$ cat config.mk
export PLATFORM = sky130hd
export DESIGN_NAME = iova_xlate_walker
export DESIGN_NICKNAME = d
export VERILOG_FILES = /design/src/rtl/xw_pkg.sv /design/src/rtl/xw_index_calc.sv /design/src/rtl/xw_lane_order.sv /design/src/rtl/xw_entry_decode.sv /design/src/rtl/iova_xlate_walker.sv
export SDC_FILE = /design/constraint.sdc
export NUM_CORES = 1
export LEC_CHECK = 0
export ABC_AREA = 0
export BUFFER_PORTS_ARGS = -buffer_cell sky130_fd_sc_hd__buf_2
export CAP_MARGIN = 15
export CORE_AREA = 2 2 115 117
export CTS_BUF_LIST = sky130_fd_sc_hd__clkbuf_8
export CTS_CLUSTER_DIAMETER = 100
export DETAILED_ROUTE_END_ITERATION = 12
export DIE_AREA = 0 0 117 119
export PLACE_DENSITY = 0.84
export SYNTH_ARGS = -nofsm -noshare
export SYNTH_HDL_FRONTEND = slang
export SYNTH_SLANG_ARGS = --single-unit
$ cat constraint.sdc
create_clock -name clk -period 3.82 [get_ports clk]
set_input_delay 0.191 -clock clk [delete_from_list [all_inputs] [get_ports clk]]
set_output_delay 0.191 -clock clk [all_outputs]
set_load 0.01 [all_outputs]
$ cat src/rtl/xw_pkg.sv
package xw_pkg;

    localparam int DVA_W     = 32;
    localparam int PA_W      = 41;
    localparam int TTE_W     = 64;
    localparam int BYTE_W    = 8;
    localparam int CTRL_W    = 32;
    localparam int OMASK_W   = 16;

    localparam int EN_BIT    = 0;
    localparam int WIN_BIT   = 2;
    localparam int SZ_LSB    = 16;
    localparam int SZ_W      = 3;

    localparam int TTE_VALID = 63;
    localparam int TTE_BIG   = 61;
    localparam int TTE_WR    = 1;
    localparam int PG8_SH    = 13;
    localparam int PG64_SH   = 16;
    localparam int PHYS64_LO = 15;

    typedef enum logic [1:0] {
        PERM_NONE = 2'd0,
        PERM_RO   = 2'd1,
        PERM_RW   = 2'd3
    } perm_e;

    typedef struct packed {
        logic            en;
        logic            win64;
        logic [SZ_W-1:0] size;
    } ctrl_t;

    typedef struct packed {
        logic [PA_W-1:0]    paddr;
        logic [OMASK_W-1:0] omask;
        perm_e              perm;
        logic               fault;
    } xres_t;

    function automatic ctrl_t ctrl_fields(input logic [CTRL_W-1:0] c);
        ctrl_t r;
        r.en    = c[EN_BIT];
        r.win64 = c[WIN_BIT];
        r.size  = c[SZ_LSB +: SZ_W];
        return r;
    endfunction

    function automatic xres_t res_fault();
        xres_t r;
        r.paddr = '0;
        r.omask = '0;
        r.perm  = PERM_NONE;
        r.fault = 1'b1;
        return r;
    endfunction

    function automatic xres_t res_bypass(input logic [DVA_W-1:0] a);
        xres_t r;
        r.paddr = PA_W'(a);
        r.omask = OMASK_W'((1 << PG8_SH) - 1);
        r.perm  = PERM_RW;
        r.fault = 1'b0;
        return r;
    endfunction

endpackage

$ cat src/rtl/xw_index_calc.sv
module xw_index_calc
    import xw_pkg::*;
#(
    parameter int IDX_MIN_W  = 10,
    parameter int N_SIZES    = 8,
    parameter int MAX64_CODE = 5
) (
    input  ctrl_t            ctrl,
    input  logic [DVA_W-1:0] dva,
    input  logic [PA_W-1:0]  base,
    output logic [PA_W-1:0]  entry_addr,
    output logic             unsupported
);
    localparam int ENT_SH = 3;

    logic [PA_W-1:0] off8_a  [N_SIZES];
    logic [PA_W-1:0] off64_a [N_SIZES];
    logic [PA_W-1:0] off;

    for (genvar s = 0; s < N_SIZES; s++) begin : g_size
        localparam int HI8  = PG8_SH + IDX_MIN_W - 1 + s;
        localparam int HI64 = PG64_SH + IDX_MIN_W - 1 + s;
        assign off8_a[s] = PA_W'({dva[HI8:PG8_SH], {ENT_SH{1'b0}}});
        if (s <= MAX64_CODE) begin : g_w64
            assign off64_a[s] = PA_W'({dva[HI64:PG64_SH], {ENT_SH{1'b0}}});
        end else begin : g_none
            assign off64_a[s] = '0;
        end
    end

    always_comb begin
        off         = ctrl.win64 ? off64_a[ctrl.size] : off8_a[ctrl.size];
        unsupported = ctrl.win64 && (int'(ctrl.size) > MAX64_CODE);
        entry_addr  = base + off;
    end

    wire unused_idx = ^{dva[PG8_SH-1:0], dva[DVA_W-1]};

endmodule

$ cat src/rtl/xw_lane_order.sv
module xw_lane_order
    import xw_pkg::*;
(
    input  logic [TTE_W-1:0] raw,
    output logic [TTE_W-1:0] word
);
    localparam int N_LANES = TTE_W / BYTE_W;

    for (genvar k = 0; k < N_LANES; k++) begin : g_lane
        assign word[TTE_W-1-BYTE_W*k -: BYTE_W] = raw[BYTE_W*k +: BYTE_W];
    end

endmodule

$ cat src/rtl/xw_entry_decode.sv
module xw_entry_decode
    import xw_pkg::*;
(
    input  logic [TTE_W-1:0] tte,
    input  logic [DVA_W-1:0] dva,
    output xres_t            res
);
    localparam int PHYS_HI = PA_W - 1;

    logic [PA_W-1:0] base8, base64;

    always_comb begin
        base8  = {tte[PHYS_HI:PG8_SH], {PG8_SH{1'b0}}};
        base64 = {tte[PHYS_HI:PHYS64_LO], {PHYS64_LO{1'b0}}};
        if (!tte[TTE_VALID]) begin
            res = res_fault();
        end else begin
            res.fault = 1'b0;
            res.perm  = tte[TTE_WR] ? PERM_RW : PERM_RO;
            if (tte[TTE_BIG]) begin
                res.paddr = base64 | PA_W'(dva[PG64_SH-1:0]);
                res.omask = OMASK_W'((1 << PG64_SH) - 1);
            end else begin
                res.paddr = base8 | PA_W'(dva[PG8_SH-1:0]);
                res.omask = OMASK_W'((1 << PG8_SH) - 1);
            end
        end
    end

    wire unused_dec = ^{tte[62], tte[60:PA_W], tte[PG8_SH-1:2], tte[0], dva[DVA_W-1:PG64_SH]};

endmodule

$ cat src/rtl/iova_xlate_walker.sv
module iova_xlate_walker
    import xw_pkg::*;
#(
    parameter int IDX_MIN_W  = 10,
    parameter int N_SIZES    = 8,
    parameter int MAX64_CODE = 5
) (
    input  logic               clk,
    input  logic               rst,
    input  logic               req_valid,
    output logic               req_ready,
    input  logic [DVA_W-1:0]   req_dva,
    input  logic [CTRL_W-1:0]  cfg_ctrl,
    input  logic [PA_W-1:0]    cfg_base,
    output logic               mem_req_valid,
    input  logic               mem_req_ready,
    output logic [PA_W-1:0]    mem_req_addr,
    input  logic               mem_rsp_valid,
    input  logic [TTE_W-1:0]   mem_rsp_data,
    output logic               rsp_valid,
    input  logic               rsp_ready,
    output logic [PA_W-1:0]    rsp_paddr,
    output logic [OMASK_W-1:0] rsp_omask,
    output logic [1:0]         rsp_perm,
    output logic               rsp_fault
);
    typedef enum logic [1:0] {
        ST_IDLE,
        ST_ISSUE,
        ST_WAIT,
        ST_DONE
    } walk_st_e;

    walk_st_e         st_q;
    logic [DVA_W-1:0] dva_q;
    logic [PA_W-1:0]  eaddr_q;
    xres_t            res_q;

    ctrl_t            ctrl_c;
    logic [PA_W-1:0]  eaddr_c;
    logic             unsup_c;
    logic [TTE_W-1:0] tte_c;
    xres_t            dec_c;

    assign ctrl_c = ctrl_fields(cfg_ctrl);

    xw_index_calc #(
        .IDX_MIN_W (IDX_MIN_W),
        .N_SIZES   (N_SIZES),
        .MAX64_CODE(MAX64_CODE)
    ) u_index (
        .ctrl       (ctrl_c),
        .dva        (req_dva),
        .base       (cfg_base),
        .entry_addr (eaddr_c),
        .unsupported(unsup_c)
    );

    xw_lane_order u_lanes (
        .raw (mem_rsp_data),
        .word(tte_c)
    );

    xw_entry_decode u_decode (
        .tte(tte_c),
        .dva(dva_q),
        .res(dec_c)
    );

    always_ff @(posedge clk) begin
        if (rst) begin
            st_q    <= ST_IDLE;
            dva_q   <= '0;
            eaddr_q <= '0;
            res_q   <= '0;
        end else begin
            unique case (st_q)
                ST_IDLE: begin
                    if (req_valid) begin
                        dva_q   <= req_dva;
                        eaddr_q <= eaddr_c;
                        if (!ctrl_c.en) begin
                            res_q <= res_bypass(req_dva);
                            st_q  <= ST_DONE;
                        end else if (unsup_c) begin
                            res_q <= res_fault();
                            st_q  <= ST_DONE;
                        end else begin
                            st_q  <= ST_ISSUE;
                        end
                    end
                end
                ST_ISSUE: begin
                    if (mem_req_ready) st_q <= ST_WAIT;
                end
                ST_WAIT: begin
                    if (mem_rsp_valid) begin
                        res_q <= dec_c;
                        st_q  <= ST_DONE;
                    end
                end
                ST_DONE: begin
                    if (rsp_ready) st_q <= ST_IDLE;
                end
                default: st_q <= ST_IDLE;
            endcase
        end
    end

    assign req_ready     = (st_q == ST_IDLE);
    assign mem_req_valid = (st_q == ST_ISSUE);
    assign mem_req_addr  = eaddr_q;
    assign rsp_valid     = (st_q == ST_DONE);
    assign rsp_paddr     = res_q.paddr;
    assign rsp_omask     = res_q.omask;
    assign rsp_perm      = res_q.perm;
    assign rsp_fault     = res_q.fault;

    wire unused_ctrl = ^{cfg_ctrl[CTRL_W-1:SZ_LSB+SZ_W], cfg_ctrl[SZ_LSB-1:WIN_BIT+1], cfg_ctrl[1]};

endmodule

# Word level (Yosys, flattened, before mapping)
# Cells that the tools add are included.
# classes
addsub	1
order_cmp	2
n_eq_ne	8
n_mux	22
bitwise	3
reduce_logical	6
# ops
op	n
60-bit 2-to-1 mux	5
41-bit binary-select mux with 3-bit select	2
41-bit 2-to-1 mux	5
60-bit case mux with 2 select lines	1
57-bit 2-to-1 mux	1
41-bit adder	1
41-bit by 13-bit bitwise OR with 41-bit output	1
41-bit by 16-bit bitwise OR with 41-bit output	1
2-bit 2-to-1 mux	7
2-bit case mux with 4 select lines	1
4-bit AND reduction	2
2-bit equality test (second input constant)	2
4-bit greater-or-equal comparator (second input constant)	1
2-bit by 1-bit != test with 1-bit output (second input constant)	2
2-bit != test (second input constant)	2
3-bit inverter with 4-bit output	1
3-bit > comparator (second input constant)	1
3-bit by 2-bit != test with 1-bit output (second input constant)	1
2-bit by 1-bit equality test with 1-bit output (second input constant)	1
2-bit zero test	1
2-bit AND reduction	1
2-bit nonzero test	1
1-bit logical AND	1
# word_totals
register_bits	119
input_bits	175

# Longest topological paths before layout
# Gate-level depths: netlist of run 1.
# depth
ltp_word	6
mapped_depth	16
depth_no_buf	13

# Modules after synthesis
# A second synthesis of run 1 with hierarchy kept.
# hier_totals
cells_unflattened	1033
hier_area_um2	8179.1
# by_module_without_submodules
module	instances	cells_each	area_each_um2	seq_area_each_um2
iova_xlate_walker	1	651	5461.5	2702.6
xw_index_calc	1	251	1756.7	0.0
xw_entry_decode	1	67	480.5	0.0
xw_lane_order	1	64	480.5	0.0

# Worst setup path before layout of run 1
# Ideal clock, no wire load.
# synth_timing
path_kind	input to register
start	input port cfg_ctrl[17]
end	register eaddr_q[39] (netlist: mem_req_addr[39])
setup_time_ns	0.103
arrival_time_ns	3.055
t_required_ns	3.717
setup_slack_ns	0.661
path_stages	15
n_path_buf	2
cell_sequence	clkbuf_1 > nand2_1 > and2_1 > clkbuf_1 > nand2_1 > o21ai_0 > ha_1 > fa_1 > a21o_1 > a221oi_2 > o21a_4 > nor3_4 > o21ai_4 > mux2i_1 > a2111oi_2
# synth_via
elab_chain_len	6
# synth_rtl
item	line_no	source
start, declared	iova_xlate_walker.sv:13	input logic [CTRL_W-1:0] cfg_ctrl,
3-bit inverter with 4-bit output (not written as such) (*)	xw_index_calc.sv:32	off = ctrl.win64 ? off64_a[ctrl.size] : off8_a[ctrl.size];
41-bit binary-select mux with 3-bit select	xw_index_calc.sv:32	
41-bit 2-to-1 mux (not written as such) (2 in series)	xw_index_calc.sv:32	
41-bit 2-to-1 mux (*)	xw_index_calc.sv:32	
41-bit adder (*)	xw_index_calc.sv:34	entry_addr = base + off;
end signal, assigned	iova_xlate_walker.sv:81	eaddr_q <= eaddr_c;
end, declared	iova_xlate_walker.sv:36	logic [PA_W-1:0] eaddr_q;
# Mark *: on every way between the ends. The rest lies on a longest branch, timed or not. The select of a mux whose other input is x is not followed.
# A chain may end at the register's enable or synchronous reset.

# Worst setup path after layout of run 1
# layout_timing
start	input port cfg_ctrl[17]
end	register eaddr_q[21] (netlist: mem_req_addr[21])
# Same word-level chain as after synthesis.

==> results of run 1 <==
[cells by family after synthesis]
group                      share of synthesized area [%]
buffers and inverters                               6.82
AOI/OAI and AO/OA                                   23.6
and+or+nand+nor                                     20.9
xor gates and xnor gates                            4.87
DFF                                                 37.3
muxes                                              0.942
adders and majority gates                           5.52
[per-stage QoR]
stage               total power, W  utilization [%]  hold WS [ns]  setup WS, ns
floorplan                  0.00301                -         0.327         0.661
global placement           0.00361             51.8         0.433         0.473
detailed placement         0.00366             51.8         0.439         0.395
CTS                        0.00443             53.5        0.0116         0.808
global route               0.00476             53.5        0.0247         0.589
finish                     0.00440             53.5        0.0327         0.770
[cells in the mapped netlist, types with 8 or more instances]
library cell  number  area share (%)
xnor2_1           12             1.9
o21ai_0           21             1.9
nor3_1            39             3.5
a211oi_1          17             2.3
dfxtp_1          104              37
nor2_1            63             4.2
a221oi_1          33             5.2
ha_1              23             5.2
a21o_1             8             1.1
buf_4             15             2.0
nand2_1          101             6.8
a21oi_1           62             5.6
inv_1             19             1.3
nand3_1           20             1.8
xor2_1            19             3.0
clkbuf_1          40             2.7
[metal layers]
layer  track usage (%)  up-vias  part of all wire, %  wire, um
met5                 0        -                    0         0
met4              9.78        0                  2.8       463
met3              3.61       35                  6.8      1100
met2              38.5      213                   47      7700
met1              28.4     2685                   43      7030
li1                  -     2797                    -         -
[worst max-delay path, cell delays in order]
cell	delay [ns]
buf_2	0.18
nand2_1	0.14
and2_1	0.29
nand2_1	0.10
o21ai_0	0.09
ha_1	0.25
fa_1	0.41
a21o_1	0.22
a221oi_2	0.46
o21ai_1	0.18
a31oi_1	0.40
nor2b_1	0.11
xnor2_1	0.14
a211oi_1	0.21
[area by class of cell]
cell class	count	area, um^2	share of cell area [%]
repair buffers	228	1170	17.0
clock inverters	7	92.6	1.34
multi-input cells	503	3130	45.4
clock buffers	9	124	1.80
inverters	19	71.3	1.04
flip-flops and latches	104	2080	30.2
well taps	176	220	3.20
[power groups by stage]
stage                     Clock (W)  Combinational (W)  Sequential [W]
after floorplan                   0            0.00129         0.00172
after global placement            0            0.00203         0.00158
after detailed placement          0            0.00207         0.00159
after CTS                  0.000784            0.00208         0.00157
after global routing       0.000833            0.00231         0.00161
final                      0.000767            0.00207         0.00156
[registers in the layout, indices dropped and copies added (netlist names)]
signal        count
rsp_fault         1
mem_req_addr     41
rsp_paddr        41
rsp_omask         2
st_q              2
rsp_perm          1
dva_q            16
[worst max-delay path by stage]
stage                                    endpoint  slack [ns]  cells past startpoint
floorplan           mem_req_addr[39]$_SDFFE_PP0P_        0.66                     15
global placement    mem_req_addr[21]$_SDFFE_PP0P_        0.47                     14
detailed placement  mem_req_addr[21]$_SDFFE_PP0P_        0.39                     14
CTS                 mem_req_addr[21]$_SDFFE_PP0P_        0.81                     14
global route        mem_req_addr[21]$_SDFFE_PP0P_        0.59                     14
finish              mem_req_addr[21]$_SDFFE_PP0P_        0.77                     14
==> impl_metrics.yaml, run 1 <==
floorplanning:
  die_w_um: 117
  io_pins: 279
  die_height_um: 119
  core_um2: 12900
  start_util_pct: 43.3
  die_area_um2: 13900
  num_rows: 42
logic_synthesis:
  synthCells: 689
  synth.distinct_cells: 59
  synth.cell_area_um2: 5580
  ys_seq_area_share_pct: 37.3
  ys_async_sr_fraction_pct: 0
  synth_area_per_cell_um2: 8.10
  yosys_warnings: 0
  synth_fp_nets: 888
  synth-edff-count: 0
  ys_ff_latch: 104
  ys.flop_type: "dfxtp_1"
layout:
  syn_to_final_growth_pct: 23.4
  antenna_cells: 0
  final_common_cell: "buf_2"
  stdcell_count: 1046
  fin_area_um2: 6890
  fill_cells: 1256
  fin_nets: 1064
  drive_above_1_share_pct: 30.1
  final_cell_mix: "217 x buf_2, 104 x dfxtp_1, 101 x nand2_1"
worst_setup_path:
  cp.arrival_ns: 3.36
  rr_endpoint: "rsp_paddr[17]$_SDFFE_PP0P_"
  startpoint: "cfg_ctrl[17]"
  critPathMaxFanout: 10
  critPathCaptureType: "register"
  rrSetupSlack_ns: 1.11
  start_kind: "input pin"
  r2r-start: "st_q[0]$_SDFFE_PP0P_"
  r2r_cells: 8
  crit_type: "in -> reg"
  cp.required_ns: 4.13
place:
  gp_congestion: 0.919
  dp.cells: 1030
  dpl_cell_area_um2: 6670
  io_buffers: 218
  hpwl_um: 12100
clock_network:
  cts_buffer_depth: 2
  clkTransAtPathRegs_ns: 0.11
  cts_sinks: 104
  cts_setup_buffers: 0
  cts_inserted_buffers: 9
  cts_tree: "built"
  ctsHtreeMaxLevel: 3
  cts_hold_buf: 0
  worstSkewPairLatency_ns: 0.39
  cts_resized: 0
  clock-root-buffer: "clkbuf_8"
sta:
  max_freq_mhz: 328
  rsz0062_at_grt: "false"
  slew_violations: 0
  worstMarginPinSlew_ns: 1.15
  clock_skew_ns: 0.00712
  post-route-period-util_pct: 79.8
  setup_viol: 0
  relSlewSlack_pct: 23.4
  hold_viol: 0
  fin_setup_tns_ns: 0
  post-route-min-period_ns: 3.05
hold_path:
  hold_class: "in -> reg"
  hold_depth: 3
  holdPathEnd: "mem_req_addr[0]$_SDFFE_PP0P_"
  min_from: "cfg_base[0]"
outcome:
  status: "completed"
global_route:
  overflow: 0
  grt_use_total_pct: 22.8
  antenna_found_initial: 0
  grt_max_degree: 56
  grt_pass1_vias: 5337
  grt_pass1_wl_um: 25300
power:
  p_int_w: 0.00252
  switching_share_pct: 42.7
  powerDensity_nw_per_um2: 639
  combPwrFrac_pct: 47.0
  seqPwrFrac_pct: 35.5
  leakagePower_nw: 3.19
  power.switching_w: 0.00188
  ir_drop_mv: 0.241
  clockPowerShare_pct: 17.4
drt:
  finalWirelength_um: 16300
  drtPass1Iterations: 5
  vias: 5730
  wl_per_cell_um: 15.6
  drt_iter0_markers: 333
  drc: 0
  ant_nets: 0
  vias_per_cell: 5.48
job:
  drv_cap: 0
Note: power is estimated with default switching activity, not from simulation.
==> inputs of run 2 (changes only) <==
--- a/config.mk
+++ b/config.mk
@@ -5,14 +5,14 @@
 export SDC_FILE = /design/constraint.sdc
 export NUM_CORES = 1
 export LEC_CHECK = 0
-export ABC_AREA = 0
+export ABC_AREA = 1
 export BUFFER_PORTS_ARGS = -buffer_cell sky130_fd_sc_hd__buf_2
 export CAP_MARGIN = 15
-export CORE_AREA = 2 2 115 117
+export CORE_AREA = 2 2 126 128
 export CTS_BUF_LIST = sky130_fd_sc_hd__clkbuf_8
 export CTS_CLUSTER_DIAMETER = 100
 export DETAILED_ROUTE_END_ITERATION = 12
-export DIE_AREA = 0 0 117 119
+export DIE_AREA = 0 0 128 130
 export PLACE_DENSITY = 0.84
 export SYNTH_ARGS = -nofsm -noshare
 export SYNTH_HDL_FRONTEND = slang
==> constraint.sdc (replaced) <==
create_clock -name clk -period 2.48 [get_ports clk]
set_input_delay 0.124 -clock clk [delete_from_list [all_inputs] [get_ports clk]]
set_output_delay 0.124 -clock clk [all_outputs]
set_load 0.01 [all_outputs]
==> impl_metrics.yaml, run 2 <==
logic_synthesis:
  synth.distinct_cells: 44
  yosys_warnings: 0
  ys_async_sr_fraction_pct: 0
  synth_area_leaders: "dfxtp_1 31%, nand2_1 16%, nor2_1 9.1%"
  synth.cell_area_um2: 6770
  synth-edff-count: 0
  synth_top_area_share_pct: 30.8
  ys.flop_type: "dfxtp_1"
  synth_common_cells: "280 x nand2_1, 165 x nor2_1, 149 x inv_1"
  synth_area_per_cell_um2: 6.26
  ys_seq_area_share_pct: 30.8
  synth.most_common_cell: "nand2_1"
  synth_fp_nets: 1281
  yosysTopAreaCell: "dfxtp_1"
  ys_ff_latch: 104
  synthCells: 1082
clock_network:
  cts_tree: "built"
  cts_inserted_buffers: 9
  clock-root-buffer: "clkbuf_8"
  ctsHtreeMaxLevel: 3
  worstSkewPairLatency_ns: 0.40
  clkTransAtPathRegs_ns: 0.12
  cts_buffer_depth: 2
  cts_sinks: 104
layout:
  final_common_cell: "nand2_1"
  final_util_pct: 56.0
  antenna_cells: 0
  fin_nets: 1517
  syn_to_final_growth_pct: 27.6
  final_cell_mix: "280 x nand2_1, 218 x buf_2, 165 x nor2_1"
  drive_above_1_share_pct: 23.7
floorplanning:
  io_pins: 279
  die_area_um2: 16600
  core_um2: 15400
  num_rows: 46
  die_height_um: 130
  die_w_um: 128
  start_util_pct: 43.9
drt:
  wl_per_cell_um: 14.6
  finalWirelength_um: 22100
  ant_nets: 0
  drc: 0
  vias_per_cell: 5.00
  vias: 7581
  drt_iter0_markers: 442
  drtPass1Iterations: 6
sta:
  hold_viol: 0
  clock_skew_ns: 0.0191
  fin_setup_tns_ns: 0
  fin_ws_ns: 0.157
  relSlewSlack_pct: 67.3
  worstMarginPinSlew_ns: 0.490
  post-route-period-util_pct: 93.7
  max_freq_mhz: 430
  slew_violations: 0
  post-route-min-period_ns: 2.32
  rsz0062_at_grt: "false"
  setup_viol: 0
global_route:
  antenna_found_initial: 1
  overflow: 0
  grt_max_degree: 68
  grt_use_total_pct: 25.7
  grt_pass1_wl_um: 33900
  grt_pass1_vias: 6947
worst_setup_path:
  cpPeakStageDelay_ns: 0.56
  cp.required_ns: 2.82
  crit_type: "reg -> reg"
  critPathCaptureType: "register"
  cp_cell_sequence: "inv_1 > ha_1 > nand2_1 > inv_1 > buf_6 > nand2_1 > a31oi_1 > dlygate4sd3_1"
  critPathMaxFanout: 35
  slowest_stage: "dlygate4sd3_1"
  cp.arrival_ns: 2.66
  start_kind: "register"
place:
  hpwl_um: 16400
  gp_congestion: 0.993
  io_buffers: 218
  dp_slack_ns: 0.0637
power:
  ir_drop_mv: 0.611
  finalPower_w: 0.00734
  powerDensity_nw_per_um2: 849
  leakagePower_nw: 4.69
outcome:
  status: "completed"
job:
  drv_cap: 0
hold_path:
  hold_class: "in -> reg"
-- run 2: worst max-delay path, delay by kind of cell (launching register included) --
kind / cells / cell delay [ns]
flops: 1 / 0.36
fa+ha+maj: 1 / 0.31
compound gates: 1 / 0.16
buf+inv: 4 / 1.18
simple gates: 2 / 0.23
-- run 2: area by class of cell --
| cell class | count | area, um^2 |
|---|---|---|
| fillers | 1496 | 6790 |
| multi-input cells | 766 | 3780 |
| flip-flops and latches | 104 | 2080 |
| repair buffers | 283 | 1750 |
| inverters | 154 | 578 |
| well taps | 192 | 240 |
| clock buffers | 9 | 124 |
| clock inverters | 7 | 81.3 |
-- run 2: routing by layer --
layer	routed length (um)	track usage (%)	up-vias
li1	-	-	3849
met1	8990	29.2	3377
met2	10800	46.6	295
met3	1590	5.99	60
met4	761	10.3	0
met5	0	0	-
-- run 2: cells by family after synthesis --
group	Yosys count	share of synthesized area, %
xor gates and xnor gates	15	1.94
DFF	104	30.8
adders and majority gates	24	4.55
and+or+nand+nor	560	35.6
AOI/OAI and AO/OA	167	13.5
buffers and inverters	212	13.6
-- run 2: power breakdown --
| part | switching (W) | total (W) | internal, W |
|---|---|---|---|
| registers | 0.000300 | 0.00250 | 0.00220 |
| logic | 0.00227 | 0.00369 | 0.00143 |
| clock network | 0.000656 | 0.00114 | 0.000481 |
| total | 0.00322 | 0.00734 | 0.00411 |
-- run 2: through the flow --
step	hold WS [ns]	instances	instance area (um^2)
2_1_floorplan	0.267	1082	6770
3_3_place_gp	0.374	1450	7910
3_5_place_dp	0.374	1450	7910
4_1_cts	0.0107	1510	8560
5_1_grt	0.0343	1515	8640
6_report	0.0292	1515	8640
-- run 2: worst paths after layout --
path                              startpoint                    endpoint  slack [ns]  depth (start not counted)
hold / removal                   req_dva[24]  rsp_paddr[24]$_SDFFE_PP0P_        0.03                          3
hold reg to reg   rsp_paddr[33]$_SDFFE_PP0P_  rsp_paddr[33]$_SDFFE_PP0P_        0.47                          2
setup / recovery        st_q[0]$_SDFFE_PP0P_  rsp_paddr[30]$_SDFFE_PP0P_        0.16                          8
setup reg to reg        st_q[0]$_SDFFE_PP0P_  rsp_paddr[30]$_SDFFE_PP0P_        0.16                          8
-- run 2: repair_timing --
action                                  4_1_cts  5_1_grt
endpoints found under the setup margin        0       10
gates resized for setup                       0        6
hold buffers                                 44        0
buffers inserted                              0        4
hold endpoints to repair                     51        0
==> inputs of run 3 (changes only) <==
--- a/config.mk
+++ b/config.mk
@@ -8,12 +8,14 @@
 export ABC_AREA = 1
 export BUFFER_PORTS_ARGS = -buffer_cell sky130_fd_sc_hd__buf_2
 export CAP_MARGIN = 15
-export CORE_AREA = 2 2 126 128
+export CELL_PAD_IN_SITES_DETAIL_PLACEMENT = 1
+export CELL_PAD_IN_SITES_GLOBAL_PLACEMENT = 2
+export CORE_AREA = 2 2 179 181
 export CTS_BUF_LIST = sky130_fd_sc_hd__clkbuf_8
 export CTS_CLUSTER_DIAMETER = 100
 export DETAILED_ROUTE_END_ITERATION = 12
-export DIE_AREA = 0 0 128 130
-export PLACE_DENSITY = 0.84
+export DIE_AREA = 0 0 181 183
+export PLACE_DENSITY = 0.82
 export SYNTH_ARGS = -nofsm -noshare
 export SYNTH_HDL_FRONTEND = slang
 export SYNTH_SLANG_ARGS = --single-unit
==> impl_metrics.yaml, run 3 (same netlist as run 2, synthesis figures left out) <==
power:
  ir_drop_mv: 0.421
  power.switching_w: 0.00335
  switching_share_pct: 45.2
  leakagePower_nw: 4.74
  seqPwrFrac_pct: 33.8
  clockPowerShare_pct: 16.4
  powerDensity_nw_per_um2: 817
  combPwrFrac_pct: 49.8
  p_int_w: 0.00405
sta:
  hold_slack_ns: 0.0230
  rsz0062_at_grt: "false"
  setup_viol: 0
  hold_viol: 0
  post-route-period-util_pct: 95.1
  fin_setup_tns_ns: 0
  post-route-min-period_ns: 2.36
  clock_skew_ns: 0.0226
  relSlewSlack_pct: 62.6
  max_freq_mhz: 424
  slew_violations: 0
  worstMarginPinSlew_ns: 0.560
worst_setup_path:
  cp_cell_sequence: "dlygate4sd3_1 > buf_2 > nand2_1 > nor3_1 > buf_4 > ha_1 > a21oi_1 > nor2_1 > a21oi_1 > nand3_2 > nand2_1 > nand2_1 > o21ai_1 > inv_1"
  r2r_cells: 8
  critPathCaptureType: "register"
  cp_top_family: "buffers and inverters"
  start_kind: "input pin"
  rr_endpoint: "rsp_perm[1]$_SDFFE_PP0P_"
  r2r-start: "st_q[0]$_SDFFE_PP0P_"
  crit_type: "in -> reg"
  rrSetupSlack_ns: 0.39
  cpMostUsedCell: "nand2_1"
  cp_num_buf_inv: 4
  cp.arrival_ns: 2.68
  cp.required_ns: 2.80
  cpPeakStageDelay_ns: 0.54
  slowest_stage: "dlygate4sd3_1"
  critPathMaxFanout: 4
drt:
  wl_per_cell_um: 15.9
  vias_per_cell: 4.43
  drt_iter0_markers: 206
  vias: 7703
  finalWirelength_um: 27700
  drtPass1Iterations: 4
  drc: 0
  ant_nets: 0
layout:
  fin_area_um2: 9060
  syn_to_final_growth_pct: 33.8
  fin_nets: 1532
  final_cell_mix: "279 x nand2_1, 218 x buf_2, 165 x nor2_1"
  final_util_pct: 29.0
  final_common_cell: "nand2_1"
  stdcell_count: 1740
  drive_above_1_share_pct: 23.4
  antenna_cells: 0
place:
  dp.cells: 1665
  gp_congestion: 0.813
  io_buffers: 218
  dpl_cell_area_um2: 8240
  hpwl_um: 21300
global_route:
  antenna_found_initial: 1
  grt_pass1_vias: 7826
  grt_max_degree: 65
  grt_pass1_wl_um: 43000
  grt_use_total_pct: 16.6
  overflow: 0
floorplanning:
  core_um2: 31200
  num_rows: 65
  io_pins: 279
  die_area_um2: 33100
  die_height_um: 183
  die_w_um: 181
  start_util_pct: 21.7
clock_network:
  cts_tree: "built"
  cts_buffer_depth: 2
  ctsHtreeMaxLevel: 3
  clkTransAtPathRegs_ns: 0.12
  cts_sinks: 104
  clock-root-buffer: "clkbuf_8"
  worstSkewPairLatency_ns: 0.41
  cts_inserted_buffers: 9
  cts_setup_buffers: 0
hold_path:
  holdPathEnd: "mem_req_addr[37]$_SDFFE_PP0P_"
  hold_depth: 5
  min_from: "cfg_base[37]"
  hold_class: "in -> reg"
job:
  drv_cap: 0
outcome:
  status: "completed"
==> run 3: worst register-to-register path, delay by kind of cell, from the launching register on <==
family                     cells  cell delay, ns
AOI/OAI and AO/OA              1            0.10
adders and majority gates      1            0.29
DFF                            1            0.40
buffers and inverters          3            0.43
and+or+nand+nor                3            0.76
==> run 3: worst max path at each step <==
stage	from	end	slack, ns	depth (start not counted)
2_1_floorplan	cfg_ctrl[2]	mem_req_addr[23]$_SDFFE_PP0P_	0.28	16
3_3_place_gp	cfg_ctrl[2]	mem_req_addr[38]$_SDFFE_PP0P_	-0.05	17
3_5_place_dp	cfg_ctrl[2]	mem_req_addr[31]$_SDFFE_PP0P_	-0.07	18
4_1_cts	req_dva[14]	mem_req_addr[39]$_SDFFE_PP0P_	0.09	16
5_1_grt	req_dva[24]	mem_req_addr[18]$_SDFFE_PP0P_	0.0006	16
6_report	req_dva[29]	mem_req_addr[22]$_SDFFE_PP0P_	0.12	14
==> run 3: per-layer routing <==
layer	global-route usage, %	wire (um)	share of wire, %	up-vias
li1	-	-	-	3878
met1	20.4	12400	45	3608
met2	30.6	13600	49	190
met3	2.66	1200	4.3	25
met4	3.84	411	1.5	2
met5	0	13	0.047	-
==> run 3: cell type report <==
| cell class | count | area (um^2) |
|---|---|---|
| Clock buffer | 9 | 124 |
| Clock inverter | 7 | 90.1 |
| Fill cell | 4016 | 22200 |
| Inverter | 154 | 578 |
| Multi-Input combinational cell | 766 | 3780 |
| Sequential cell | 104 | 2080 |
| Tap cell | 402 | 503 |
| Timing Repair Buffer | 298 | 1900 |
==> run 3: stage by stage <==
step	setup slack (ns)	power, W
floorplan	0.280	0.00494
global placement	-0.0544	0.00610
detailed placement	-0.0683	0.00619
CTS	0.0895	0.00753
global route	0.000568	0.00803
finish	0.121	0.00740
==> run 3: power by group through the flow <==
stage	Combinational (W)	Clock [W]	Sequential, W
detailed placement	0.00365	0	0.00254
floorplan	0.00223	0	0.00271
global placement	0.00359	0	0.00251
global route	0.00411	0.00135	0.00257
CTS	0.00374	0.00129	0.00250
finish	0.00368	0.00121	0.00250
==> run 3: repair_timing <==
| action | CTS | global route |
|---|---|---|
| hold buffers | 59 | 0 |
| hold endpoints to repair | 57 | 0 |
| endpoints found under the setup margin | 0 | 13 |
| resized for setup | 0 | 5 |
